--- src/rtl/wlg_pkg.sv ---
package wlg_pkg;

  typedef enum logic {
    DIR_RD = 1'b0,
    DIR_WR = 1'b1
  } dir_e;

  // Bytes that are real for a transfer starting at addr.
  function automatic logic [31:0] win_req_len(input logic [31:0] addr,
                                              input logic [31:0] win_end);
    return (addr >= win_end) ? 32'd0 : (win_end - addr);
  endfunction

  function automatic logic [31:0] len_min(input logic [31:0] a,
                                          input logic [31:0] b);
    return (a < b) ? a : b;
  endfunction

endpackage

--- src/rtl/wlg_cmd_decode.sv ---
module wlg_cmd_decode
  import wlg_pkg::*;
#(
  parameter int unsigned ADDR_W   = 17,
  parameter int unsigned LEN_W    = 17,
  parameter int unsigned FUNC_W   = 3,
  parameter int unsigned FUNC_NUM = 1,
  parameter int unsigned WIN_BASE = 32'h0000_0090,
  parameter int unsigned WIN_END  = 32'h0001_F800
) (
  input  logic [FUNC_W-1:0] func,
  input  logic              opcode,
  input  logic              single,
  input  logic [ADDR_W-1:0] addr,
  input  logic [LEN_W-1:0]  len,
  output logic              hit,
  output logic              addr_bad,
  output logic              opc_bad,
  output logic [LEN_W-1:0]  req_len,
  output logic [LEN_W-1:0]  xfer_len,
  output logic [LEN_W-1:0]  real_len,
  output logic              underrun
);
  localparam logic [31:0] BASE32 = 32'(WIN_BASE);
  localparam logic [31:0] END32  = 32'(WIN_END);

  logic [31:0] addr32;

  always_comb begin
    addr32   = 32'(addr);
    hit      = (func == FUNC_W'(FUNC_NUM)) && (addr32 >= BASE32);
    addr_bad = (addr32 >= END32);
    opc_bad  = !single && !opcode;
    req_len  = (addr_bad || opc_bad) ? '0 : LEN_W'(win_req_len(addr32, END32));
    xfer_len = single ? LEN_W'(1) : len;
    real_len = LEN_W'(len_min(32'(req_len), 32'(xfer_len)));
    underrun = (xfer_len < req_len);
  end

endmodule

--- src/rtl/wlg_beat_counter.sv ---
module wlg_beat_counter #(
  parameter int unsigned LEN_W = 17
) (
  input  logic             clk,
  input  logic             rst_n,
  input  logic             load,
  input  logic [LEN_W-1:0] load_xfer,
  input  logic [LEN_W-1:0] load_real,
  input  logic             beat,
  output logic             busy,
  output logic             in_real,
  output logic             last_beat,
  output logic [LEN_W-1:0] moved_final
);
  logic [LEN_W-1:0] cnt_q;
  logic [LEN_W-1:0] xfer_q;
  logic [LEN_W-1:0] real_q;
  logic [LEN_W-1:0] moved_q;
  logic             busy_q;

  assign busy        = busy_q;
  assign in_real     = busy_q && (cnt_q < real_q);
  assign last_beat   = busy_q && beat && (cnt_q == xfer_q - LEN_W'(1));
  assign moved_final = moved_q + (in_real ? LEN_W'(1) : LEN_W'(0));

  always_ff @(posedge clk or negedge rst_n) begin
    if (!rst_n) begin
      busy_q  <= 1'b0;
      cnt_q   <= '0;
      xfer_q  <= '0;
      real_q  <= '0;
      moved_q <= '0;
    end else if (load) begin
      busy_q  <= 1'b1;
      cnt_q   <= '0;
      xfer_q  <= load_xfer;
      real_q  <= load_real;
      moved_q <= '0;
    end else if (busy_q && beat) begin
      cnt_q <= cnt_q + LEN_W'(1);
      if (in_real) moved_q <= moved_q + LEN_W'(1);
      if (last_beat) busy_q <= 1'b0;
    end
  end


  cnt_bound_chk: assert property (@(posedge clk) disable iff (!rst_n)
    busy_q |-> (cnt_q < xfer_q));


  real_bound_chk: assert property (@(posedge clk) disable iff (!rst_n)
    busy_q |-> (moved_q <= real_q) && (real_q <= xfer_q));


  load_idle_chk: assert property (@(posedge clk) disable iff (!rst_n)
    load |-> !busy_q);

endmodule

--- src/rtl/wlg_stream_steer.sv ---
module wlg_stream_steer
  import wlg_pkg::*;
#(
  parameter int unsigned DATA_W = 8
) (
  input  logic              clk,
  input  logic              rst_n,
  input  logic              busy,
  input  dir_e              dir,
  input  logic              in_real,
  input  logic              bus_wr_valid,
  output logic              bus_wr_ready,
  input  logic [DATA_W-1:0] bus_wr_data,
  output logic              bus_rd_valid,
  input  logic              bus_rd_ready,
  output logic [DATA_W-1:0] bus_rd_data,
  output logic              dma_wr_valid,
  input  logic              dma_wr_ready,
  output logic [DATA_W-1:0] dma_wr_data,
  input  logic              dma_rd_valid,
  output logic              dma_rd_ready,
  input  logic [DATA_W-1:0] dma_rd_data,
  output logic              beat
);
  logic wr_act;
  logic rd_act;

  always_comb begin
    wr_act       = busy && (dir == DIR_WR);
    rd_act       = busy && (dir == DIR_RD);
    bus_wr_ready = wr_act && (in_real ? dma_wr_ready : 1'b1);
    dma_wr_valid = wr_act && in_real && bus_wr_valid;
    dma_wr_data  = bus_wr_data;
    bus_rd_valid = rd_act && (in_real ? dma_rd_valid : 1'b1);
    bus_rd_data  = (rd_act && in_real) ? dma_rd_data : '0;
    dma_rd_ready = rd_act && in_real && bus_rd_ready;
    beat         = (bus_wr_valid && bus_wr_ready) || (bus_rd_valid && bus_rd_ready);
  end


  pad_no_pull_chk: assert property (@(posedge clk) disable iff (!rst_n)
    (busy && !in_real) |-> !dma_rd_ready);


  pad_no_fwd_chk: assert property (@(posedge clk) disable iff (!rst_n)
    (busy && !in_real) |-> !dma_wr_valid);


  wr_pass_chk: assert property (@(posedge clk) disable iff (!rst_n)
    (dma_wr_valid && dma_wr_ready) |-> (bus_wr_ready && beat));

endmodule

--- src/rtl/fifo_window_gate.sv ---
module fifo_window_gate
  import wlg_pkg::*;
#(
  parameter int unsigned ADDR_W   = 17,
  parameter int unsigned LEN_W    = 17,
  parameter int unsigned FUNC_W   = 3,
  parameter int unsigned DATA_W   = 8,
  parameter int unsigned FUNC_NUM = 1,
  parameter int unsigned WIN_BASE = 32'h0000_0090,
  parameter int unsigned WIN_END  = 32'h0001_F800
) (
  input  logic              clk,
  input  logic              rst_n,
  input  logic              cmd_valid,
  output logic              cmd_ready,
  input  logic [FUNC_W-1:0] cmd_func,
  input  logic              cmd_opcode,
  input  logic              cmd_single,
  input  logic              cmd_write,
  input  logic [ADDR_W-1:0] cmd_addr,
  input  logic [LEN_W-1:0]  cmd_len,
  input  logic              bus_wr_valid,
  output logic              bus_wr_ready,
  input  logic [DATA_W-1:0] bus_wr_data,
  output logic              bus_rd_valid,
  input  logic              bus_rd_ready,
  output logic [DATA_W-1:0] bus_rd_data,
  output logic              dma_wr_valid,
  input  logic              dma_wr_ready,
  output logic [DATA_W-1:0] dma_wr_data,
  input  logic              dma_rd_valid,
  output logic              dma_rd_ready,
  input  logic [DATA_W-1:0] dma_rd_data,
  output logic              done_o,
  output logic [LEN_W-1:0]  done_bytes,
  output logic              done_underrun,
  output logic              done_invalid
);
  // decode results
  logic             hit, addr_bad, opc_bad, underrun;
  logic [LEN_W-1:0] req_len, xfer_len, real_len;

  // internal events, named for the checks
  logic             cmd_fire, zero_go, load_go;
  logic             busy, in_real, last_beat, beat;
  logic [LEN_W-1:0] moved_final;

  dir_e dir_q;
  logic under_pend_q, inv_pend_q;
  logic done_q, done_under_q, done_inv_q;
  logic [LEN_W-1:0] done_bytes_q;

  wlg_cmd_decode #(
    .ADDR_W(ADDR_W), .LEN_W(LEN_W), .FUNC_W(FUNC_W),
    .FUNC_NUM(FUNC_NUM), .WIN_BASE(WIN_BASE), .WIN_END(WIN_END)
  ) decode_i (
    .func(cmd_func), .opcode(cmd_opcode), .single(cmd_single),
    .addr(cmd_addr), .len(cmd_len),
    .hit(hit), .addr_bad(addr_bad), .opc_bad(opc_bad),
    .req_len(req_len), .xfer_len(xfer_len), .real_len(real_len),
    .underrun(underrun)
  );

  assign cmd_ready = !busy;
  assign cmd_fire  = cmd_valid && cmd_ready && hit;
  assign zero_go   = cmd_fire && (xfer_len == '0);
  assign load_go   = cmd_fire && (xfer_len != '0);

  wlg_beat_counter #(.LEN_W(LEN_W)) counter_i (
    .clk(clk), .rst_n(rst_n), .load(load_go),
    .load_xfer(xfer_len), .load_real(real_len), .beat(beat),
    .busy(busy), .in_real(in_real), .last_beat(last_beat),
    .moved_final(moved_final)
  );

  wlg_stream_steer #(.DATA_W(DATA_W)) steer_i (
    .clk(clk), .rst_n(rst_n), .busy(busy), .dir(dir_q), .in_real(in_real),
    .bus_wr_valid(bus_wr_valid), .bus_wr_ready(bus_wr_ready), .bus_wr_data(bus_wr_data),
    .bus_rd_valid(bus_rd_valid), .bus_rd_ready(bus_rd_ready), .bus_rd_data(bus_rd_data),
    .dma_wr_valid(dma_wr_valid), .dma_wr_ready(dma_wr_ready), .dma_wr_data(dma_wr_data),
    .dma_rd_valid(dma_rd_valid), .dma_rd_ready(dma_rd_ready), .dma_rd_data(dma_rd_data),
    .beat(beat)
  );

  always_ff @(posedge clk or negedge rst_n) begin
    if (!rst_n) begin
      dir_q        <= DIR_RD;
      under_pend_q <= 1'b0;
      inv_pend_q   <= 1'b0;
      done_q       <= 1'b0;
      done_bytes_q <= '0;
      done_under_q <= 1'b0;
      done_inv_q   <= 1'b0;
    end else begin
      done_q <= last_beat || zero_go;
      if (cmd_fire) begin
        dir_q        <= cmd_write ? DIR_WR : DIR_RD;
        under_pend_q <= underrun;
        inv_pend_q   <= addr_bad || opc_bad;
      end
      if (zero_go) begin
        done_bytes_q <= '0;
        done_under_q <= underrun;
        done_inv_q   <= addr_bad || opc_bad;
      end else if (last_beat) begin
        done_bytes_q <= moved_final;
        done_under_q <= under_pend_q;
        done_inv_q   <= inv_pend_q;
      end
    end
  end

  assign done_o        = done_q;
  assign done_bytes    = done_bytes_q;
  assign done_underrun = done_under_q;
  assign done_invalid  = done_inv_q;


  done_one_cycle_chk: assert property (@(posedge clk) disable iff (!rst_n)
    (done_o && !zero_go) |=> !done_o);


  done_after_last_chk: assert property (@(posedge clk) disable iff (!rst_n)
    last_beat |=> done_o);


  ready_busy_chk: assert property (@(posedge clk) disable iff (!rst_n)
    load_go |=> !cmd_ready);


  foreign_idle_chk: assert property (@(posedge clk) disable iff (!rst_n)
    (cmd_valid && cmd_ready && !hit) |=> (cmd_ready && !done_o));


  invalid_no_real_chk: assert property (@(posedge clk) disable iff (!rst_n)
    (cmd_fire && addr_bad) |=> !in_real);

endmodule

--- config.mk ---
export PLATFORM = sky130hd
export DESIGN_NAME = fifo_window_gate
export DESIGN_NICKNAME = d
export VERILOG_FILES = /design/src/rtl/wlg_pkg.sv /design/src/rtl/wlg_cmd_decode.sv /design/src/rtl/wlg_beat_counter.sv /design/src/rtl/wlg_stream_steer.sv /design/src/rtl/fifo_window_gate.sv
export SDC_FILE = /design/constraint.sdc
export NUM_CORES = 1
export LEC_CHECK = 0
export BUFFER_PORTS_ARGS = -buffer_cell sky130_fd_sc_hd__buf_2
export CAP_MARGIN = 0
export CELL_PAD_IN_SITES_DETAIL_PLACEMENT = 1
export CELL_PAD_IN_SITES_GLOBAL_PLACEMENT = 1
export CORE_UTILIZATION = 27
export DETAILED_ROUTE_END_ITERATION = 8
export PLACE_DENSITY = 0.53
export SLEW_MARGIN = 5
export SYNTH_ARGS = -nofsm -noshare
export SYNTH_HDL_FRONTEND = slang
export SYNTH_SLANG_ARGS = --single-unit
--- constraint.sdc ---
create_clock -name clk -period 4.47 [get_ports clk]
set_clock_uncertainty 0.05 [all_clocks]
set_input_delay 0 -clock clk [delete_from_list [all_inputs] [get_ports clk]]
set_output_delay 0 -clock clk [all_outputs]
set_load 0.005 [all_outputs]
==> results of run 1 <==
==> cell families (layout without fill, tap and decap cells) <==
logic type	after synthesis	count (layout)	synth area share (%)
compound gates	122	122	12.3
xor+xnor	72	72	9.48
fa+ha+maj	39	39	7.34
buf+inv	88	171	5.96
flops	92	92	34.6
mux	24	24	3.71
simple gates	344	344	26.6
==> worst reg2reg max path: stages, from the launching register on <==
cell and delay (ps):
dfrtp_1 500, ha_1 370, a21oi_1 160, a21boi_1 80, o311a_1 390, or3_1 440, inv_1 280, ha_1 230
ha_1 210, nand2_1 130, nor2_1 310, nand2_1 110, xor2_1 150, mux2i_1 140
==> layout by cell type (no fill, tap or decap), types with 21 or more instances in the layout <==
master	Yosys	final
nand4_1	32	32
buf_2	1	86
a31oi_1	21	21
xnor2_1	39	39
dfrtp_1	92	92
nor2_1	87	86
xor2_1	33	33
nand2_1	91	91
o21ai_0	29	29
inv_1	36	36
nand3_1	39	39
a21o_1	22	22
ha_1	39	39
==> routing by layer <==
metal / track usage (%) / up-vias
met2: 25.5 / 100
met4: 3.76 / 0
met5: 0 / -
met1: 25.1 / 2841
li1: - / 2906
met3: 2.19 / 13
==> sequential cells by signal, summed over array words and instances (netlist names), 17 cells and up <==
signal,flops
counter_i.cnt_q,17
counter_i.moved_q,17
counter_i.real_q,17
counter_i.xfer_q,17
done_bytes,17
==> power groups by stage <==
stage	Sequential, mW	Clock [mW]	Combinational (mW)
floorplan	1.11	0	1.14
global placement	1.23	0	1.53
detailed placement	1.23	0	1.54
CTS	1.22	0.859	1.56
global route	1.25	0.888	1.74
finish	1.22	0.833	1.55
==> layout make-up <==
cell class	instances	area (sq um)	share of cell area (%)
clock inverters	7	93.8	1.19
well taps	324	405	5.16
clock buffers	9	225	2.87
multi-input cells	601	3970	50.5
repair buffers	118	721	9.17
flip-flops and latches	92	2300	29.3
inverters	37	139	1.77
==> through the flow <==
stage | setup slack, ps | cells | cell area, sq um
finish | 858 | 1188 | 7860
global route | 451 | 1188 | 7860
CTS | 838 | 1188 | 7860
detailed placement | 787 | 1152 | 7340
global placement | 906 | 1152 | 7340
floorplan | 969 | 781 | 6650
==> worst max-delay path by stage <==
stage,startpoint,endpoint,slack [ps]
global route,counter_i.cnt_q[3],done_bytes[12],450
floorplan,cmd_addr[1],counter_i.real_q[0],970
global placement,counter_i.cnt_q[2],done_bytes[12],910
finish,counter_i.cnt_q[3],done_bytes[12],860
CTS,counter_i.cnt_q[3],done_bytes[12],840
detailed placement,cmd_addr[5],under_pend_q,790
==> repair_timing <==
item | 4_1_cts | 5_1_grt
hold endpoints to repair | 79 | 0
hold buffers | 20 | 0
resized for setup | 0 | 0
==> metrics.txt, run 1 <==
net switching power=1.51 mW; Netlist cell types=66; hold depth=3; CP Launch Type=flip-flop; top cells by area, synth=dfrtp_1 (35%), ha_1 (7.3%), nand2_1 (5.1%), xnor2_1 (5.1%), nor2_1 (4.9%); initial antenna violation count=0; crit path time final=3610 ps; post-CTS setup buffer count=0; Tot Pwr=3.60 mW; Pint=2.09 mW; Max Cap Violations=0; Critical Path Sink Type=flip-flop; clk_lat worst skew=360 ps; count of final setup violators=0; critical path peak fanout=11; Comb power frac=43.0%; most area-hungry cell type in the Yosys netlist=dfrtp_1; worst r2r path cells=13; Max clock buf depth=2; # H-tree levels=3; final wirelength=20400 um; overflow left after global routing=0; max-slew violations=0; cell area power density=458 nW/um^2; HP Start=cmd_len[9]; Die ar.=25300 sq um; met3 routed wirelength=603 um; vias in the first global route=5975; Mapped Area=6650 sq um; Port Buf Inserts=87; NumNets Final=961; Worst-Margin Slew=926 ps; setup TNS=0 ps; hold slack=21.9 ps; slowest stage delay, CP=500 ps; top cell type's share of synthesized area=34.6%; CP delay by family, top=simple AND/OR/NAND/NOR gates; asr flop ratio synth=100%; Starting Density=27.4%; Synthesis Warnings=0; Flop pwr share=33.8%; DRC=0; largest net degree at the start of global routing=62; top layer in use=met4; layout cells sized above 1=16.1%; Top-Level Pins=104; Chip Width=159 um; Leak=3.52 nW; WL met1=10800 um; post-DP HPWL=15900 um; cell-by-cell trace of the critical path=ha_1, a21oi_1, a21boi_1, o311a_1, or3_1, inv_1, ha_1, ha_1, nand2_1, nor2_1, nand2_1, xor2_1, mux2i_1; f_max=277 MHz; switch share=42.0%; Core Area=24200 sq um; main flop type after synthesis=dfrtp_1; DRT Pass-1 Iters=4; final period utilization=80.8%; most frequent cells after synthesis=dfrtp_1 (92), nand2_1 (91), nor2_1 (87); filler cell count=2926; ant diodes=0; synthesized net count=883; worst reg2reg endpoint=done_bytes[12]; Critical Path RT=4700 ps; WL/cell=17.2 um; most used cell, CP=ha_1; kind of critical path=flip-flop to flip-flop; Die H=159 um; All-Layer GR Usage=16.8%; first-pass GRT wire length=33700 um; HP Class=primary input to flip-flop; sequential area share after synthesis=34.6%; status=finished, final reports clean; Clk pwr share=23.2%; Peak VDD IR=0.202 mV; Worst-path clk slew=80 ps; Critical Path Slowest Stage Cell=dfrtp_1; CTS buffer count=9; Worst path depth=13; r2r setup slk=860 ps; met2 wire len=8880 um; Reg2Reg Launch Point=counter_i.cnt_q[3]; most common cell in the synthesized netlist=dfrtp_1; Initial DRC Count=261; Fin. Hold Viols=0; flops & latches, synth=92; number of flops mapped to enable cells by yosys=0; Critical Path AT=3840 ps; Area Growth Syn to Fin=18.2%; CTS tree=yes; RSZ-0062 raised after global routing=false; Rel. slew slack=37.4%; Syn Area/Cell=8.51 sq um; clk sinks=92; WP buf/inv=1; DR vias/cell=4.93; Synth Instances=781; Post-DRT Antenna Nets=0; hold path endpoint=counter_i.xfer_q[9]; Core Util, Final=32.4%; Placer Congestion=0.789; Rows=57; Root Driver=clkbuf_16; DR vias=5860
Power figures use the tool's default switching activity.
==> run 2: changes to the inputs <==
--- a/config.mk
+++ b/config.mk
@@ -11,7 +11,7 @@
 export CELL_PAD_IN_SITES_GLOBAL_PLACEMENT = 1
 export CORE_UTILIZATION = 27
 export DETAILED_ROUTE_END_ITERATION = 8
-export PLACE_DENSITY = 0.53
+export PLACE_DENSITY = 0.55
 export SLEW_MARGIN = 5
 export SYNTH_ARGS = -nofsm -noshare
 export SYNTH_HDL_FRONTEND = slang
==> constraint.sdc (replaced) <==
create_clock -name clk -period 3.05 [get_ports clk]
set_clock_uncertainty 0.05 [all_clocks]
set_input_delay 0 -clock clk [delete_from_list [all_inputs] [get_ports clk]]
set_output_delay 0 -clock clk [all_outputs]
set_load 0.005 [all_outputs]
==> run 2 against run 1 <==
  * The run now ends with design-rule violations, negative hold slack left
  * Routed wire length up 5.3%
  * Register-to-register slack worse by 700 ps
  * Via count up 6.7%
  * Clock-buffer cell count unchanged
  * Final cell count up 7.2%
  * Largest cell class unchanged
==> metrics.txt, run 2 (synthesized netlist as in run 1, its figures left out) <==
Initial DRC Count=268 (was 261); Root Driver=clkbuf_16 (unchanged); WL/cell=16.9 um (was 17.2 um); CP Launch Type=flip-flop (unchanged); HP Class=primary input to flip-flop (unchanged); Fin. Hold Viols=1 (was 0); CTS tree=yes (unchanged); slowest stage delay, CP=580 ps (was 500 ps); Critical Path AT=3130 ps (was 3840 ps); DR vias=6253 (was 5860); first-pass GRT wire length=35000 um (was 33700 um); Critical Path RT=3290 ps (was 4700 ps); Worst-path clk slew=80 ps (about the same); failing checks=design-rule violations, negative hold slack; final wirelength=21500 um (was 20400 um); Max clock buf depth=2 (unchanged); post-DP HPWL=16700 um (was 15900 um); All-Layer GR Usage=17.5% (was 16.8%); Rows=57 (unchanged); Leak=3.97 nW (was 3.52 nW); largest net degree at the start of global routing=59 (was 62); RSZ-0062 raised after global routing=false (unchanged); M2 GR Usage=28.2% (was 25.5%); clk sinks=92 (unchanged); Placer Congestion=0.803 (was 0.789); DR vias/cell=4.91 (was 4.93); initial antenna violation count=0 (unchanged); Finished Cell Area=8700 sq um (was 7860 sq um); overflow left after global routing=0 (unchanged); vias in the first global route=6479 (was 5975); Rel. slew slack=44.7% (was 37.4%); Top-Level Pins=104 (unchanged); cell area power density=662 nW/um^2 (was 458 nW/um^2); CTS buffer count=9 (unchanged); Post-DRT Antenna Nets=0 (unchanged); Critical Path Slowest Stage Cell=or4_4 (was dfrtp_1); Max Cap Violations=0 (unchanged); crit path time final=2900 ps (was 3610 ps); hold slack=-2.62 ps (was 21.9 ps); # H-tree levels=3 (unchanged); clk_lat worst skew=360 ps (about the same); layout cells sized above 1=25.4% (was 16.1%); most frequent cells in the layout=dfrtp_1 (92), nand2_1 (91), buf_4 (87) (was dfrtp_1 (92), nand2_1 (91), nor2_1 (86), buf_2 (86)); critical path peak fanout=18 (was 11); Starting Density=27.4% (unchanged); cell-by-cell trace of the critical path=or4_4, nor4b_2, mux2_2, o211ai_1, nor4b_4, buf_12, mux2i_1 (was ha_1, a21oi_1, a21boi_1, o311a_1, or3_1, inv_1, ha_1, ha_1, nand2_1, nor2_1, nand2_1, xor2_1, mux2i_1); filler cell count=2947 (was 2926); kind of critical path=flip-flop to flip-flop (unchanged); Post-DP Area=8040 sq um (was 7340 sq um); commonest non-fill, non-tap cell in the layout=dfrtp_1 (unchanged); final period utilization=95.0% (was 80.8%); grt met1 use=24.2% (was 25.1%); count of final setup violators=0 (unchanged); Port Buf Inserts=87 (unchanged); Peak VDD IR=0.300 mV (was 0.202 mV); DRT Pass-1 Iters=6 (was 4); f_max=345 MHz (was 277 MHz); grt peak-use layer=met2 (unchanged); NumNets Final=1046 (was 961); Critical Path Sink Type=flip-flop (unchanged); Worst-Margin Slew=830 ps (was 926 ps); Tot Pwr=5.76 mW (was 3.60 mW); Die H=159 um (unchanged); met3 Use GR=2.40% (was 2.19%); DRC=2 (was 0); Core Area=24200 sq um (unchanged); ant diodes=0 (unchanged); Area Growth Syn to Fin=30.8% (was 18.2%); max-slew violations=0 (unchanged); r2r setup slk=150 ps (was 860 ps); status=finished, violations left (was finished, final reports clean); Die ar.=25300 sq um (unchanged); Chip Width=159 um (unchanged)
==> run 2: metrics by stage <==
step | setup TNS [ps] | util, % | setup WS (ps) | cells
after floorplan | 0 | - | 8.35 | 781
after global placement | -1040 | 33.2 | -208 | 1232
after detailed placement | -2010 | 33.2 | -181 | 1232
after CTS | 0 | 35.5 | 8.64 | 1272
after global routing | 0 | 35.9 | 0.816 | 1273
final | 0 | 35.9 | 154 | 1273
==> run 2: cell type report <==
cell class / instances / area (sq um) / share of cell area [%]
Multi-Input combinational cell: 601 / 4100 / 47.2
Tap cell: 324 / 405 / 4.66
Clock inverter: 7 / 78.8 / 0.906
Sequential cell: 92 / 2300 / 26.5
Clock buffer: 9 / 225 / 2.59
Inverter: 37 / 141 / 1.63
Timing Repair Buffer: 203 / 1440 / 16.6
==> run 2: timing repair <==
item	CTS	global route
hold buffers	24	0
setup endpoints to repair	22	27
gates resized for setup	9	15
hold endpoints to repair	80	0
pin swaps	1	4
setup buffers	0	1
==> run 2: worst max-delay path, delay by kind of cell (launching register included) <==
| family | cells | cell delay, ps |
|---|---|---|
| and+or+nand+nor | 3 | 1320 |
| muxes | 2 | 590 |
| DFF | 1 | 380 |
| AOI/OAI and AO/OA | 1 | 250 |
| buffers and inverters | 1 | 230 |
==> run 2: worst paths after layout <==
kind / startpoint / end / depth (start not counted)
max in group asynchronous: rst_n / counter_i.real_q[1] / 3
min in group asynchronous: rst_n / done_bytes[0] / 2
setup reg to reg: counter_i.xfer_q[3] / done_bytes[10] / 7
hold / removal: cmd_len[13] / counter_i.xfer_q[13] / 3
hold reg to reg: inv_pend_q / inv_pend_q / 2
setup / recovery: counter_i.xfer_q[3] / done_bytes[10] / 7
==> run 2: report_power, final <==
group | switching [mW] | internal (mW)
logic | 1.55 | 1.33
clock network | 0.596 | 0.583
registers | 0.245 | 1.45
total | 2.39 | 3.37
==> run 2: metal layers <==
metal	part of all wire [%]	wire length, um
met1	49	10600
met2	46	9900
met3	3.0	638
met4	1.6	339
met5	0	0
